==> src/rtl/qspiq_pkg.sv <==
package qspiq_pkg;

    localparam int Q_PW = 4;                  // queue pointer width
    localparam int Q_AW = Q_PW + 2;           // host queue address width
    localparam int Q_WW = 16;                 // data word width
    localparam int Q_CW = 8;                  // command byte width
    localparam int Q_BW = 8;                  // baud divider width
    localparam int Q_NW = $clog2(Q_WW + 1);   // bit-count width

    localparam logic [2:0] SEL_BAUD = 3'd0;
    localparam logic [2:0] SEL_MODE = 3'd1;
    localparam logic [2:0] SEL_QPTR = 3'd2;
    localparam logic [2:0] SEL_STAT = 3'd3;
    localparam logic [2:0] SEL_ADDR = 3'd4;
    localparam logic [2:0] SEL_DATA = 3'd5;

    typedef enum logic [1:0] {SEG_TX, SEG_RX, SEG_CMD, SEG_NONE} seg_e;
    typedef enum logic [1:0] {Q_IDLE, Q_LAUNCH, Q_XFER} qstate_e;

    typedef struct packed {
        logic            cpol;
        logic            cpha;
        logic [Q_BW-1:0] baud;
    } spi_cfg_t;

    function automatic seg_e seg_of(input logic [Q_AW-1:0] a);
        case (a[Q_AW-1:Q_AW-2])
            2'b00:   return SEG_TX;
            2'b01:   return SEG_RX;
            2'b10:   return SEG_CMD;
            default: return SEG_NONE;
        endcase
    endfunction

    // transfer length from a command byte
    function automatic logic [Q_NW-1:0] cmd_len(input logic [Q_CW-1:0] c);
        if (!c[7])                return Q_NW'(8);
        else if (c[3:0] == 4'd0)  return Q_NW'(16);
        else if (c[3:0] < 4'd8)   return Q_NW'(8);
        else                      return Q_NW'(c[3:0]);
    endfunction

endpackage

==> src/rtl/qspiq_store.sv <==
module qspiq_store
    import qspiq_pkg::*;
#(
    parameter int PW = Q_PW,
    parameter int WW = Q_WW,
    parameter int CW = Q_CW
) (
    input  logic          clk,
    input  logic          host_we,
    input  logic [PW+1:0] host_addr,
    input  logic [WW-1:0] host_wdata,
    output logic [WW-1:0] host_rdata,
    input  logic [PW-1:0] eng_idx,
    output logic [WW-1:0] eng_tx,
    output logic [CW-1:0] eng_cmd,
    input  logic          eng_rx_we,
    input  logic [WW-1:0] eng_rx_data
);
    localparam int DEPTH = 1 << PW;

    logic [WW-1:0] tx_mem  [DEPTH];
    logic [WW-1:0] rx_mem  [DEPTH];
    logic [CW-1:0] cmd_mem [DEPTH];

    seg_e          hseg;
    logic [PW-1:0] hidx;

    assign hseg = seg_of(host_addr);
    assign hidx = host_addr[PW-1:0];

    always_ff @(posedge clk) begin
        if (host_we && hseg == SEG_TX)  tx_mem[hidx]  <= host_wdata;
        if (host_we && hseg == SEG_CMD) cmd_mem[hidx] <= host_wdata[CW-1:0];
        if (eng_rx_we)                  rx_mem[eng_idx] <= eng_rx_data;
    end

    // only the receive segment is visible to host reads
    assign host_rdata = (hseg == SEG_RX) ? rx_mem[hidx] : '0;
    assign eng_tx     = tx_mem[eng_idx];
    assign eng_cmd    = cmd_mem[eng_idx];

endmodule

==> src/rtl/qspiq_shifter.sv <==
module qspiq_shifter
    import qspiq_pkg::*;
#(
    parameter int WW = Q_WW,
    parameter int BW = Q_BW,
    parameter int NW = Q_NW
) (
    input  logic          clk,
    input  logic          rst,
    input  logic          start,
    input  logic [WW-1:0] tx,
    input  logic [NW-1:0] nbits,
    input  spi_cfg_t      cfg,
    input  logic          miso,
    output logic          sclk,
    output logic          mosi,
    output logic          busy,
    output logic          done,
    output logic [WW-1:0] rx
);
    logic [BW-1:0] cnt;
    logic [NW:0]   eidx;
    logic [NW:0]   last_e;
    logic [NW-1:0] nb_q;
    logic [WW-1:0] sreg;
    logic          tog;
    logic          cph_q;
    logic          samp;

    assign last_e = {nb_q, 1'b0} - 1'b1;
    assign samp   = (~eidx[0]) ^ cph_q;   // leading edge when eidx even
    assign sclk   = cfg.cpol ^ tog;
    assign mosi   = sreg[WW-1];

    always_ff @(posedge clk) begin
        if (rst) begin
            busy  <= 1'b0;
            done  <= 1'b0;
            tog   <= 1'b0;
            cnt   <= '0;
            eidx  <= '0;
            nb_q  <= '0;
            sreg  <= '0;
            rx    <= '0;
            cph_q <= 1'b0;
        end else begin
            done <= 1'b0;
            if (!busy) begin
                if (start) begin
                    busy  <= 1'b1;
                    tog   <= 1'b0;
                    cnt   <= cfg.baud;
                    eidx  <= '0;
                    nb_q  <= nbits;
                    sreg  <= tx << (WW - int'(nbits));
                    rx    <= '0;
                    cph_q <= cfg.cpha;
                end
            end else if (cnt == '0) begin
                cnt  <= cfg.baud;
                tog  <= ~tog;
                eidx <= eidx + 1'b1;
                if (samp)
                    rx <= {rx[WW-2:0], miso};
                else if (eidx != '0)
                    sreg <= sreg << 1;
                if (eidx == last_e) begin
                    busy <= 1'b0;
                    done <= 1'b1;
                end
            end else begin
                cnt <= cnt - 1'b1;
            end
        end
    end

    // clock is back at its idle level when a word ends
    p_idle_level_r9: assert property (@(posedge clk) disable iff (rst)
        $fell(busy) |-> (sclk == cfg.cpol));

endmodule

==> src/rtl/qspiq_sequencer.sv <==
module qspiq_sequencer
    import qspiq_pkg::*;
#(
    parameter int PW = Q_PW
) (
    input  logic          clk,
    input  logic          rst,
    input  logic          en,
    input  logic          en_load,
    input  logic [PW-1:0] newqp,
    input  logic          newqp_wr,
    input  logic [PW-1:0] endqp,
    input  logic          wrap,
    input  logic          shf_busy,
    input  logic          shf_done,
    output logic [PW-1:0] ptr,
    output logic [PW-1:0] cpt,
    output logic          start,
    output logic          rx_we,
    output logic          fin_set,
    output logic          stop
);
    qstate_e st;
    logic    pend;

    assign start   = (st == Q_LAUNCH);
    assign rx_we   = (st == Q_XFER) && shf_done;
    assign fin_set = rx_we && (ptr == endqp);
    assign stop    = fin_set && !wrap;

    always_ff @(posedge clk) begin
        if (rst) begin
            st   <= Q_IDLE;
            ptr  <= '0;
            cpt  <= '0;
            pend <= 1'b0;
        end else begin
            unique case (st)
                Q_IDLE: begin
                    if (en_load) begin
                        ptr  <= newqp;
                        pend <= 1'b0;
                        st   <= Q_LAUNCH;
                    end else if (newqp_wr) begin
                        ptr <= newqp;
                    end
                end
                Q_LAUNCH: begin
                    if (newqp_wr) pend <= 1'b1;
                    st <= Q_XFER;
                end
                Q_XFER: begin
                    if (shf_done) begin
                        cpt  <= ptr;
                        ptr  <= (pend || newqp_wr) ? newqp : ptr + 1'b1;
                        pend <= 1'b0;
                        st   <= (stop || !en) ? Q_IDLE : Q_LAUNCH;
                    end else if (newqp_wr) begin
                        pend <= 1'b1;
                    end
                end
                default: st <= Q_IDLE;
            endcase
        end
    end

    // a word is only launched into an idle shifter
    p_launch_idle_r4: assert property (@(posedge clk) disable iff (rst)
        start |-> !shf_busy);

    // finishing reports the end pointer as completed
    p_fin_at_end_r5: assert property (@(posedge clk) disable iff (rst)
        fin_set |=> (cpt == $past(endqp)));

    // a pointer write mid-transfer leaves the live pointer alone
    p_ptr_hold_r8: assert property (@(posedge clk) disable iff (rst)
        (st == Q_XFER && !shf_done && newqp_wr) |=> (ptr == $past(ptr)));

endmodule

==> src/rtl/qspi_queue_master.sv <==
module qspi_queue_master
    import qspiq_pkg::*;
#(
    parameter int PW = Q_PW,
    parameter int WW = Q_WW,
    parameter int CW = Q_CW,
    parameter int BW = Q_BW
) (
    input  logic          clk,
    input  logic          rst,
    input  logic [2:0]    hst_sel,
    input  logic          hst_wr,
    input  logic          hst_rd,
    input  logic [15:0]   hst_wdata,
    output logic [15:0]   hst_rdata,
    output logic          spi_sclk,
    output logic          spi_mosi,
    input  logic          spi_miso,
    output logic          spi_cs_n,
    output logic          q_finished
);
    localparam int AW = PW + 2;
    localparam int NW = $clog2(WW + 1);

    logic [BW-1:0] baud_q;
    logic          en_q, cpha_q, cpol_q, wrap_q, fin_q;
    logic [PW-1:0] newqp_q, endqp_q;
    logic [AW-1:0] addr_q;

    logic          wr_mode, wr_qptr, wr_stat, wr_addr, data_acc, en_load;
    logic [PW-1:0] newqp_eff, ptr, cpt;
    logic          start, rx_we, fin_set, stop, busy, done;
    logic [WW-1:0] eng_tx, rx_word, store_rdata;
    logic [CW-1:0] eng_cmd;
    spi_cfg_t      cfg;

    assign wr_mode   = hst_wr && hst_sel == SEL_MODE;
    assign wr_qptr   = hst_wr && hst_sel == SEL_QPTR;
    assign wr_stat   = hst_wr && hst_sel == SEL_STAT;
    assign wr_addr   = hst_wr && hst_sel == SEL_ADDR;
    assign data_acc  = (hst_wr || hst_rd) && hst_sel == SEL_DATA;
    assign en_load   = wr_mode && hst_wdata[0] && !en_q;
    assign newqp_eff = wr_qptr ? hst_wdata[PW-1:0] : newqp_q;
    assign cfg       = '{cpol: cpol_q, cpha: cpha_q, baud: baud_q};

    always_ff @(posedge clk) begin
        if (rst) begin
            baud_q  <= '0;
            en_q    <= 1'b0;
            cpha_q  <= 1'b0;
            cpol_q  <= 1'b0;
            wrap_q  <= 1'b0;
            fin_q   <= 1'b0;
            newqp_q <= '0;
            endqp_q <= '0;
            addr_q  <= '0;
        end else begin
            if (hst_wr && hst_sel == SEL_BAUD) baud_q <= hst_wdata[BW-1:0];
            if (stop)
                en_q <= 1'b0;
            else if (wr_mode)
                en_q <= hst_wdata[0];
            if (wr_mode) begin
                cpha_q <= hst_wdata[1];
                cpol_q <= hst_wdata[2];
            end
            if (wr_qptr) begin
                newqp_q <= hst_wdata[PW-1:0];
                endqp_q <= hst_wdata[PW+3:4];
                wrap_q  <= hst_wdata[8];
            end
            if (fin_set)
                fin_q <= 1'b1;
            else if (wr_stat && hst_wdata[0])
                fin_q <= 1'b0;
            if (wr_addr)
                addr_q <= hst_wdata[AW-1:0];
            else if (data_acc)
                addr_q <= addr_q + 1'b1;
        end
    end

    always_comb begin
        hst_rdata = '0;
        case (hst_sel)
            SEL_BAUD: hst_rdata[BW-1:0] = baud_q;
            SEL_MODE: hst_rdata[2:0]    = {cpol_q, cpha_q, en_q};
            SEL_QPTR: hst_rdata         = {cpt, 3'b000, wrap_q, endqp_q, newqp_q};
            SEL_STAT: hst_rdata[0]      = fin_q;
            SEL_ADDR: hst_rdata[AW-1:0] = addr_q;
            SEL_DATA: hst_rdata         = store_rdata;
            default:  hst_rdata         = '0;
        endcase
    end

    qspiq_store #(.PW(PW), .WW(WW), .CW(CW)) u_store (
        .clk         (clk),
        .host_we     (hst_wr && hst_sel == SEL_DATA),
        .host_addr   (addr_q),
        .host_wdata  (hst_wdata),
        .host_rdata  (store_rdata),
        .eng_idx     (ptr),
        .eng_tx      (eng_tx),
        .eng_cmd     (eng_cmd),
        .eng_rx_we   (rx_we),
        .eng_rx_data (rx_word)
    );

    qspiq_sequencer #(.PW(PW)) u_seq (
        .clk      (clk),
        .rst      (rst),
        .en       (en_q),
        .en_load  (en_load),
        .newqp    (newqp_eff),
        .newqp_wr (wr_qptr),
        .endqp    (endqp_q),
        .wrap     (wrap_q),
        .shf_busy (busy),
        .shf_done (done),
        .ptr      (ptr),
        .cpt      (cpt),
        .start    (start),
        .rx_we    (rx_we),
        .fin_set  (fin_set),
        .stop     (stop)
    );

    qspiq_shifter #(.WW(WW), .BW(BW), .NW(NW)) u_shf (
        .clk   (clk),
        .rst   (rst),
        .start (start),
        .tx    (eng_tx),
        .nbits (cmd_len(eng_cmd)),
        .cfg   (cfg),
        .miso  (spi_miso),
        .sclk  (spi_sclk),
        .mosi  (spi_mosi),
        .busy  (busy),
        .done  (done),
        .rx    (rx_word)
    );

    assign spi_cs_n   = ~busy;
    assign q_finished = fin_q;

    // reaching the end without wraparound drops the enable bit
    p_stop_clears_en_r5: assert property (@(posedge clk) disable iff (rst)
        (fin_set && !wrap_q) |=> !en_q);

    // every data-register access steps the queue address
    p_addr_step_r2: assert property (@(posedge clk) disable iff (rst)
        data_acc |=> (addr_q == $past(addr_q) + 1'b1));

endmodule

==> config.mk <==
export PLATFORM = sky130hd
export DESIGN_NAME = qspi_queue_master
export DESIGN_NICKNAME = d
export VERILOG_FILES = /design/src/rtl/qspiq_pkg.sv /design/src/rtl/qspiq_store.sv /design/src/rtl/qspiq_shifter.sv /design/src/rtl/qspiq_sequencer.sv /design/src/rtl/qspi_queue_master.sv
export SDC_FILE = /design/constraint.sdc
export NUM_CORES = 1
export LEC_CHECK = 0
export ABC_AREA = 1
export BUFFER_PORTS_ARGS = -buffer_cell sky130_fd_sc_hd__buf_2
export CAP_MARGIN = 30
export CELL_PAD_IN_SITES_DETAIL_PLACEMENT = 1
export CELL_PAD_IN_SITES_GLOBAL_PLACEMENT = 2
export CORE_MARGIN = 2
export CORE_UTILIZATION = 39
export CTS_CLUSTER_SIZE = 8
export DETAILED_ROUTE_END_ITERATION = 7
export GPL_TIMING_DRIVEN = 0
export PLACE_DENSITY_LB_ADDON = 0.1
export SYNTH_ARGS = -nofsm -noshare
export SYNTH_HDL_FRONTEND = slang
export SYNTH_SLANG_ARGS = --single-unit
==> constraint.sdc <==
create_clock -name clk -period 2.7 [get_ports clk]
set_clock_uncertainty 0.2 [all_clocks]
set_input_delay 0.405 -clock clk [delete_from_list [all_inputs] [get_ports clk]]
set_output_delay 0.405 -clock clk [all_outputs]
set_load 0.01 [all_outputs]
==> results.yml <==
power_and_ir_drop:
  p_comb_share_pct: 39.1
  seqPwrFrac_pct: 31.4
  internal_power_w: 0.0241
  peakVddDrop_mv: 0.766
  power_frac_clock_pct: 29.5
  p_leak_nw: 13.6
  netSwitchingPower_w: 0.0142
  powerDensity_nw_per_um2: 1020
  swShare_pct: 37.1
routing:
  drt_iter0_markers: 1463
  dr.pass1.iters: 5
  drc: 0
  vias_per_cell: 5.55
  dr_total_vias: 21970
  ant_nets: 0
  route.detailed.wl_per_inst_um: 26.6
  wl_um: 105000
setup_path:
  reg2reg_to: "u_shf.sreg[15]"
  critPathCaptureType: "primary output"
  worstSetupPathType: "reg2out"
  worstPathRequired_ps: 2100
  rrSetupSlack_ps: -220
  worstRegToRegCells: 18
  critical_path_arrival_ps: 2590
  crit_fanout: 10
  worst_setup_path_start_kind: "register"
die:
  rows: 100
  die_w_um: 277
  core-area_sq_um: 74100
  die_h_um: 277
  start_util_pct: 39.3
  die_area_sq_um: 76800
  io_pins: 44
synthesis:
  synth-seq-cells: 693
  yosys.area_share.adder_pct: 0.818
  yosys.area.top_type: "edfxtp_1"
  avgSynthCellArea_sq_um: 10.9
  synth.mux.area_fraction_pct: 0.0688
  synthesis.area_sq_um: 29100
  yosys.area_share.simple_pct: 18.3
  synth_xor_area_share_pct: 0.512
  ys_types: 45
  synth_compound_area_share_pct: 7.94
  ys_warn_count: 0
  synth_top_family_by_area: "simple AND/OR/NAND/NOR gates"
  yosysTopAreaCellShare_pct: 61.1
  netlist_instances: 2665
  synth_nets: 2708
  async_flop_share_pct: 0
  ys_seq_area_share_pct: 68.1
  synthTopCellsByArea: "edfxtp_1 61%, nand2_1 7.7%, dfxtp_1 7.0%"
  synth_edf_count: 592
  synth_ff_type: "edfxtp_1"
timing:
  final.setup.tns_ps: -7630
  max_freq_ghz: 0.313
  period_share_pct: 118
  maxSlewViolCount: 0
  slew_headroom_pct: 37.3
  setup_ws_ps: -491
  hold_viol: 0
  setup_viol_count_final: 31
  worst_pin_slew_ps: 934
  rsz0062_at_grt: "true"
  fin_crit_ps: 3190
clock_network:
  clock-sinks: 693
  cts_tree: "done"
  cts_root_buf: "clkbuf_16"
  ctsLongestPathBuffers: 3
  clk_latency_ps: 670
  path_clk_slew_ps: 50
  cts_buffers: 96
  cts_htree_levels: 3
hold_path:
  hp-class: "in2reg"
  holdPathStages: 1
  holdCritStartpoint: "hst_wdata[4]"
  min_to: "u_store.tx_mem[11][4]"
grt:
  grtUsageMet2_pct: 48.3
  grt_pass1_wl_um: 154000
  grt_pass1_vias: 23256
  antenna_found_initial: 2
  met3_usage_pct: 3.64
  grt.total_usage_pct: 27.1
  gr-max-usage-layer: "met2"
  grt_overflow: 0
  grt_max_degree: 37
  use_met1_pct: 32.9
layout:
  regArea_sq_um: 19800
  fin_util_pct: 50.6
  drive_above_1_share_pct: 23.7
  final_nets: 2975
  fillerInstances: 7716
  final_cells: 3960
  syn2layout_area_growth_pct: 28.9
  multiInputGateArea_sq_um: 9750
status:
  violations: "negative setup slack"
  status: "finished, violations left"
flow_run:
  maxCapViolations: 0
placed_design:
  io_buffers: 41
  place_hpwl_um: 68100
  place_inst: 3708
  place_congestion: 0.832
[synthesized netlist by cell type, types with 5 or more instances]
cell type,number
nand2_1,600
edfxtp_1,592
nand3_1,372
nor2_1,225
o21ai_0,139
a21oi_1,124
inv_1,124
dfxtp_1,101
clkbuf_1,85
buf_2,35
o22ai_1,27
nor3_1,21
ha_1,19
a221oi_1,16
a31oi_1,16
o221ai_1,16
buf_4,14
o21ai_1,13
o211ai_1,12
xor2_1,12
a211oi_1,10
buf_1,10
nand3_2,10
o32ai_1,10
buf_6,7
a22oi_1,6
inv_2,5
o31ai_1,5
xnor2_1,5
[critical path: stages, from the launching register on]
cell	delay, ps
dfxtp_4	370
clkinv_4	110
clkbuf_4	300
nor2_1	100
o21ai_2	70
a31oi_2	120
o211ai_1	360
o221ai_2	270
buf_2	210
[cell families after synthesis]
logic type               count (synthesis)
adder cells (fa/ha/maj)                 19
XOR/XNOR                                17
buffers and inverters                  286
flip-flops                             693
AO/OA/AOI/OAI                          399
multiplexers                             2
AND/OR/NAND/NOR                       1249
[repair_timing]
| action | in CTS | in global routing |
|---|---|---|
| setup buffers | 47 | 27 |
| resized for setup | 507 | 168 |
| hold endpoints to repair | 146 | 0 |
| pin swaps | 98 | 90 |
| hold buffers | 11 | 0 |
| setup endpoints to repair | 307 | 210 |
| cloned | 11 | 3 |
[power by group through the flow]
| stage | Sequential [W] | Combinational (W) | Clock, W |
|---|---|---|---|
| 3_3_place_gp | 0.0122 | 0.00930 | 0 |
| 3_5_place_dp | 0.0122 | 0.00944 | 0 |
| 2_1_floorplan | 0.0122 | 0.00622 | 0 |
| 6_report | 0.0120 | 0.0150 | 0.0113 |
| 5_1_grt | 0.0121 | 0.0160 | 0.0118 |
| 4_1_cts | 0.0120 | 0.0130 | 0.0114 |
[per-stage QoR]
step,area [sq um],total power (W),hold slack [ps],setup slack [ps]
6_report,37500,0.0383,50.0,-491
5_1_grt,37500,0.0399,66.0,-560
4_1_cts,36600,0.0365,41.0,-453
3_5_place_dp,31200,0.0217,261,-1080
3_3_place_gp,30500,0.0215,254,-2670
2_1_floorplan,29100,0.0184,239,-216
[cell usage in the layout, fill, tap and decap left out, types with 15 or more instances in the layout]
| cell type | Yosys | routed |
|---|---|---|
| a21oi_1 | 124 | 109 |
| buf_2 | 35 | 59 |
| buf_4 | 14 | 74 |
| buf_6 | 7 | 31 |
| buf_8 | 0 | 29 |
| clkbuf_1 | 85 | 73 |
| clkbuf_16 | 0 | 120 |
| clkbuf_4 | 0 | 17 |
| clkbuf_8 | 0 | 15 |
| dfxtp_1 | 101 | 96 |
| edfxtp_1 | 592 | 592 |
| ha_1 | 19 | 18 |
| inv_1 | 124 | 119 |
| nand2_1 | 600 | 549 |
| nand2_2 | 4 | 36 |
| nand2_4 | 2 | 20 |
| nand3_1 | 372 | 286 |
| nand3_2 | 10 | 72 |
| nand3_4 | 2 | 26 |
| nor2_1 | 225 | 163 |
| nor2_2 | 4 | 25 |
| nor2_4 | 1 | 42 |
| nor3_1 | 21 | 18 |
| o21ai_0 | 139 | 94 |
| o21ai_1 | 13 | 35 |
| o21ai_2 | 0 | 17 |
| o22ai_1 | 27 | 22 |
[how the worst max path moves through the flow]
stage	from	to	slack (ps)
4_1_cts	register	hst_rdata[6]	-450
3_3_place_gp	hst_wr	u_store.tx_mem[13][4]	-2670
6_report	register	hst_rdata[6]	-490
2_1_floorplan	hst_wr	u_store.tx_mem[12][0]	-220
5_1_grt	register	hst_rdata[6]	-560
3_5_place_dp	hst_wr	u_store.tx_mem[4][15]	-1080
[routing by layer]
layer  share of wire, %  up-vias
li1                   -     9977
met1                 40    11099
met2                 51      640
met3                4.5      254
met4                4.7        0
met5                  0        -
[state kept, by name, summed over array words and instances (netlist names), 2 cells and up, named ones only]
| signal | cells |
|---|---|
| newqp_q | 4 |
| u_shf.nb_q | 5 |
| addr_q | 6 |
| u_seq.cpt | 4 |
| endqp_q | 4 |
| u_shf.cnt | 8 |
| u_store.cmd_mem | 80 |
| u_seq.st | 2 |
| u_shf.eidx | 6 |
| u_shf.sreg | 16 |
| u_shf.rx | 16 |
| u_store.tx_mem | 256 |
| u_seq.ptr | 4 |
| baud_q | 8 |
| u_store.rx_mem | 256 |
[area by class of cell]
class	instances	share of cell area [%]
Sequential cell	693	52.9
Multi-Input combinational cell	1686	26.0
Clock buffer	150	7.01
Timing Repair Buffer	171	4.97
Buffer	148	4.01
Tap cell	969	3.24
Inverter	135	1.49
Clock inverter	6	0.341
Timing Repair inverter	1	0.0434
Antenna cell	1	0.00668
(Power assumes the default switching activity.)
